===== config.mk =====
export PLATFORM = sky130hd
export DESIGN_NAME = erased_sector_check
export DESIGN_NICKNAME = d
export VERILOG_FILES = /design/src/rtl/erz_pkg.sv /design/src/rtl/erz_phase.sv /design/src/rtl/erz_zero_tally.sv /design/src/rtl/erz_verdict.sv /design/src/rtl/erased_sector_check.sv
export SDC_FILE = /design/constraint.sdc
export NUM_CORES = 1
export LEC_CHECK = 0
export ABC_CLOCK_PERIOD_IN_PS = 4600
export BUFFER_PORTS_ARGS = -buffer_cell sky130_fd_sc_hd__clkbuf_2
export CAP_MARGIN = 25
export CORE_ASPECT_RATIO = 2
export CORE_MARGIN = 8
export CORE_UTILIZATION = 55
export DETAILED_ROUTE_END_ITERATION = 10
export HOLD_SLACK_MARGIN = 0.12
export PLACE_DENSITY = 0.76
export SYNTH_ARGS = -nofsm -noshare
export SYNTH_HDL_FRONTEND = slang
export SYNTH_SLANG_ARGS = --single-unit

===== constraint.sdc =====
create_clock -name clk -period 4.6 [get_ports clk]
set_input_delay 0.46 -clock clk [delete_from_list [all_inputs] [get_ports clk]]
set_output_delay 0.46 -clock clk [all_outputs]
set_load 0.02 [all_outputs]

===== src/rtl/erz_pkg.sv =====
package erz_pkg;
  localparam int ERZ_BYTE_W = 8;

  typedef enum logic {GRP_DATA = 1'b0, GRP_ECC = 1'b1} grp_e;

  // number of cleared bits in one byte
  function automatic int zero_bits(input logic [ERZ_BYTE_W-1:0] b);
    int n;
    n = 0;
    for (int i = 0; i < ERZ_BYTE_W; i++) begin
      if (!b[i]) n++;
    end
    return n;
  endfunction

  // addition clipped at cap
  function automatic int sat_add(input int a, input int b, input int cap);
    return (a + b > cap) ? cap : a + b;
  endfunction

  // combined threshold decision
  function automatic logic within_limit(input int d, input int e, input int lim);
    return (d + e) <= lim;
  endfunction
endpackage


===== src/rtl/erz_phase.sv =====
module erz_phase
  import erz_pkg::*;
(
  input  logic clk,
  input  logic rst_n,
  input  logic in_valid,
  input  logic in_last,
  output logic grp_data_en,
  output logic grp_ecc_en,
  output logic sector_end
);
  grp_e grp_q;

  assign grp_data_en = in_valid && (grp_q == GRP_DATA);
  assign grp_ecc_en  = in_valid && (grp_q == GRP_ECC);
  assign sector_end  = grp_ecc_en && in_last;

  always_ff @(posedge clk or negedge rst_n) begin
    if (!rst_n) begin
      grp_q <= GRP_DATA;
    end else if (in_valid && in_last) begin
      grp_q <= (grp_q == GRP_DATA) ? GRP_ECC : GRP_DATA;
    end
  end
endmodule


===== src/rtl/erz_zero_tally.sv =====
module erz_zero_tally
  import erz_pkg::*;
#(
  parameter int LIMIT = 8,
  parameter int CNT_W = 4
) (
  input  logic                  clk,
  input  logic                  rst_n,
  input  logic                  en,
  input  logic                  clr,
  input  logic [ERZ_BYTE_W-1:0] byte_in,
  output logic [CNT_W-1:0]      cnt_q,
  output logic [CNT_W-1:0]      cnt_nx
);
  localparam int CAP = LIMIT + 1;

  always_comb begin
    cnt_nx = cnt_q;
    if (en) cnt_nx = CNT_W'(sat_add(int'(cnt_q), zero_bits(byte_in), CAP));
  end

  always_ff @(posedge clk or negedge rst_n) begin
    if (!rst_n)   cnt_q <= '0;
    else if (clr) cnt_q <= '0;
    else          cnt_q <= cnt_nx;
  end
endmodule


===== src/rtl/erz_verdict.sv =====
module erz_verdict
  import erz_pkg::*;
#(
  parameter int LIMIT = 8,
  parameter int CNT_W = 4,
  parameter int ERR_W = 4
) (
  input  logic             clk,
  input  logic             rst_n,
  input  logic             done,
  input  logic [CNT_W-1:0] data_cnt,
  input  logic [CNT_W-1:0] ecc_cnt,
  input  logic [ERR_W-1:0] dec_errs,
  output logic             res_valid,
  output logic             res_erased,
  output logic             res_uncorr,
  output logic [CNT_W-1:0] res_flips,
  output logic             force_ff
);
  logic engage, fits;

  assign engage = int'(dec_errs) > LIMIT;
  assign fits   = within_limit(int'(data_cnt), int'(ecc_cnt), LIMIT);

  always_ff @(posedge clk or negedge rst_n) begin
    if (!rst_n) begin
      res_valid  <= 1'b0;
      res_erased <= 1'b0;
      res_uncorr <= 1'b0;
      res_flips  <= '0;
      force_ff   <= 1'b0;
    end else begin
      res_valid  <= done;
      res_erased <= done && engage && fits;
      res_uncorr <= done && engage && !fits;
      res_flips  <= (done && engage && fits) ? data_cnt : '0;
      force_ff   <= done && engage && fits && (data_cnt != '0);
    end
  end
endmodule


===== src/rtl/erased_sector_check.sv =====
module erased_sector_check
  import erz_pkg::*;
#(
  parameter int FLIP_LIMIT = 8,
  parameter int ERR_W      = 4
) (
  input  logic                               clk,
  input  logic                               rst_n,
  input  logic                               in_valid,
  input  logic [7:0]                         in_byte,
  input  logic                               in_last,
  input  logic [ERR_W-1:0]                   dec_errs,
  output logic                               res_valid,
  output logic                               res_erased,
  output logic                               res_uncorr,
  output logic [$clog2(FLIP_LIMIT+2)-1:0]    res_flips,
  output logic                               force_ff
);
  localparam int CNT_W = $clog2(FLIP_LIMIT + 2);
  localparam int N_GRP = 2;

  logic             grp_data_en, grp_ecc_en, sector_end;
  logic [N_GRP-1:0] grp_en;
  logic [CNT_W-1:0] cnt_q  [N_GRP];
  logic [CNT_W-1:0] cnt_nx [N_GRP];
  logic [CNT_W-1:0] data_cnt, ecc_cnt;

  erz_phase u_phase (
    .clk         (clk),
    .rst_n       (rst_n),
    .in_valid    (in_valid),
    .in_last     (in_last),
    .grp_data_en (grp_data_en),
    .grp_ecc_en  (grp_ecc_en),
    .sector_end  (sector_end)
  );

  assign grp_en = {grp_ecc_en, grp_data_en};

  for (genvar g = 0; g < N_GRP; g++) begin : g_tally
    erz_zero_tally #(.LIMIT(FLIP_LIMIT), .CNT_W(CNT_W)) u_tally (
      .clk     (clk),
      .rst_n   (rst_n),
      .en      (grp_en[g]),
      .clr     (sector_end),
      .byte_in (in_byte),
      .cnt_q   (cnt_q[g]),
      .cnt_nx  (cnt_nx[g])
    );
  end

  // data group is complete before the ECC group; ECC includes the final byte
  assign data_cnt = cnt_q[0];
  assign ecc_cnt  = cnt_nx[1];

  erz_verdict #(.LIMIT(FLIP_LIMIT), .CNT_W(CNT_W), .ERR_W(ERR_W)) u_verdict (
    .clk        (clk),
    .rst_n      (rst_n),
    .done       (sector_end),
    .data_cnt   (data_cnt),
    .ecc_cnt    (ecc_cnt),
    .dec_errs   (dec_errs),
    .res_valid  (res_valid),
    .res_erased (res_erased),
    .res_uncorr (res_uncorr),
    .res_flips  (res_flips),
    .force_ff   (force_ff)
  );
endmodule


==> results_dict.tcl <==
set metrics [dict create \
    fmax_mhz 152 \
    mostFrequentLayoutCell "buf_4" \
    multi_input_comb_area_um2 1740 \
    syn_area_per_cell_um2 9.69 \
    grt_max_degree 18 \
    cp-end-kind "flop" \
    rsz0062_at_grt "true" \
    drtIter0Drc 65 \
    vias_per_cell 6.14 \
    cp_data_required_time_ns 4.79 \
    hold_viol 0 \
    power.internal_mw 1.06 \
    path_buf_inv 5 \
    critical_path.max_fanout 6 \
    drtPass1Iterations 4 \
    cts-root-buf "clkbuf_8" \
    relSlewSlack_pct 54.9 \
    ir_drop_mv 0.435 \
    grt_pass1_wl_mm 9.36 \
    yosys.area.top_type "dfrtp_1" \
    final_cell_mix "buf_4, clkbuf_2, dfrtp_1" \
    leakage_nw 1.37 \
    grt_usage_pct 21.2 \
    post_synth_num_cell_types 69 \
    overflow 0 \
    dp_worst_setup_slack_ns -2.36 \
    drc 0 \
    core_area_um2 3340 \
    synth_flop_cell "dfrtp_1" \
    r2r_slack_ns 0.97 \
    dp_hpwl_mm 4.63 \
    postRouteAntennaNets 0 \
    antenna_found_initial 0 \
    reg2reg_from "g_tally[1].u_tally.cnt_q[0]$_DFF_PN0_" \
    finClkSkew_ns 0.00465 \
    drive_above_1_share_pct 60.1 \
    instances_no_fill 315 \
    fillCellCount 141 \
    reg2reg_to "u_verdict.res_flips[2]$_DFF_PN0_" \
    cts.sinks 17 \
    regArea_um2 425 \
    worst_hold_slack_ns 0.134 \
    yosysWarnings 0 \
    yosysSeqAreaShare_pct 22.4 \
    initial_core_util_pct 56.9 \
    p_sw_mw 0.839 \
    cp_top_family "adder cells" \
    wl_mm 6.82 \
    async_flop_share_pct 100 \
    criticalPathCategory "primary input to flop" \
    fin_tns_setup_ns -16.93 \
    synth-edff-count 0 \
    clock_path_buffers 2 \
    power.density_nw_per_um2 636 \
    violations "setup timing" \
    clkTransAtPathRegs_ns 0.07 \
    power_mw 1.90 \
    numCtsBuffers 3 \
    worstSetupStartpointType "primary input" \
    crit_top_cell "ha_4" \
    postLayoutSetupSlackWorst_ns -1.99 \
    dieArea_um2 5700 \
    core.rowCount 30 \
    rr_worst_depth 17 \
    gp_congestion 0.931 \
    seq_power_share_pct 12.8 \
    synthesis.area_um2 1900 \
    fin_nets 322 \
    crit_start "in_byte[1]" \
    synth_top_area_share_pct 22.4 \
    io_pins 24 \
    p_clk_share_pct 6.0 \
    cts_tree "built" \
    fin_crit_ns 6.59 \
    p_sw_share_pct 44.2 \
    crit_path_max_incr_delay_ns 0.52 \
    yosys_register_bits 17 \
    hold_path.class "primary input to asynchronous set/reset pin" \
    synthTopCellsByArea "dfrtp_1, ha_1, xnor2_1, a21oi_1, fa_1" \
    die_x_um 57.6 \
    synthCells 196 \
    vias 1935 \
    wl_per_cell_um 21.6 \
    syn_nets 234 \
    fin_crit_sh_pct 143 \
    setup_viol 15 \
    die_h_um 99.1 \
    grt_pass1_vias 2176 \
    clk_latency_ns 0.26 \
    cts_max_level 1 \
    cap_violations 0 \
    area_delta_synth_final_pct 57.1 \
    antenna_cells 0 \
    critPathArrivalTime_ns 6.78 \
    status "complete, but fails checks" \
    worstMarginPinSlew_ns 0.670 \
    portBuffers 23 \
    pwr-share-comb_pct 81.3 \
    cp_slowest_cell "fa_2" \
    slew_viol_final 0 \
    postCtsHoldBufs 0 \
    place_inst 300 \
]
-- worst reg2reg max path, delay by kind of cell (launching register included) --
| family | cells | cell delay, ns |
|---|---|---|
| xor gates and xnor gates | 2 | 0.26 |
| DFF | 1 | 0.36 |
| and+or+nand+nor | 4 | 0.75 |
| AOI/OAI and AO/OA | 6 | 1.20 |
| buffers and inverters | 2 | 0.20 |
| adders and majority gates | 3 | 0.78 |
-- metal layers --
metal | up-vias | global-route usage (%) | wire, um
met3 | 48 | 2.85 | 277
met2 | 100 | 44.1 | 3910
met1 | 916 | 15.0 | 2010
met4 | 0 | 17.3 | 619
met5 | - | 0 | 0
li1 | 871 | - | -
-- worst max path at each step --
stage | to | slack (ns) | cells past startpoint
final | u_verdict.res_flips[2]$_DFF_PN0_ | -1.99 | 32
after global routing | u_verdict.force_ff$_DFF_PN0_ | -2.19 | 33
after CTS | u_verdict.res_flips[1]$_DFF_PN0_ | -1.95 | 32
after detailed placement | u_verdict.force_ff$_DFF_PN0_ | -2.36 | 33
after global placement | u_verdict.force_ff$_DFF_PN0_ | -2.12 | 33
after floorplan | u_verdict.force_ff$_DFF_PN0_ | -1.83 | 35
-- cell usage after synthesis (all sizes together), types with 2 or more instances --
cell / n
and2: 6
inv: 15
fa: 3
o211ai: 2
xor3: 3
and3b: 2
a21oi: 16
clkbuf: 3
nor2: 11
nand3: 5
dfrtp: 17
nand4b: 2
a311oi: 3
o31ai: 2
nand2b: 3
o41ai: 2
or3: 2
xnor2: 13
ha: 19
nor2b: 6
nand2: 10
or2: 2
nor4b: 2
buf: 5
xor2: 7
o21ai: 7
a21o: 4
-- final cells by class --
class                   count  share of cell area, %
flip-flops and latches     17                   14.3
repair buffers             91                   22.3
clock buffers               4                   1.51
inverters                  15                   2.31
multi-input cells         156                   58.2
well taps                  32                   1.34
-- repair_timing --
action | 4_1_cts | 5_1_grt
resized for setup | 28 | 25
pin swaps | 33 | 29
setup endpoints to repair | 15 | 15
buffers inserted | 9 | 6
-- flip-flops by register name (all words and copies together) (netlist names) --
| signal | count |
|---|---|
| u_verdict.res_flips | 4 |
| u_verdict.res_uncorr | 1 |
| u_verdict.res_valid | 1 |
| g_tally.u_tally.cnt_q | 8 |
| u_verdict.force_ff | 1 |
| u_phase.grp_q | 1 |
| u_verdict.res_erased | 1 |
-- cells by family (layout without fill, tap and decap cells) --
family	after synthesis	in the layout	share of synthesized area, %
AOI/OAI and AO/OA	50	50	20.6
xor gates and xnor gates	23	23	14.4
adders and majority gates	22	22	15.7
buffers and inverters	23	110	6.13
DFF	17	17	22.4
muxes	2	2	1.12
and+or+nand+nor	59	59	19.6
-- power groups by stage --
stage | combinational, mW | sequential [mW] | clock (mW)
after floorplan | 0.726 | 0.228 | 0
after global placement | 1.09 | 0.235 | 0
after detailed placement | 1.15 | 0.237 | 0
after CTS | 1.33 | 0.238 | 0.115
after global routing | 1.64 | 0.246 | 0.120
final | 1.54 | 0.242 | 0.113
-- metrics by stage --
stage | area, um^2 | utilization [%]
after CTS | 2820 | 84.3
after floorplan | 2060 | -
after detailed placement | 2570 | 77.1
final | 2980 | 89.3
after global placement | 2570 | 77.1
after global routing | 2980 | 89.3
(Power assumes the default switching activity.)
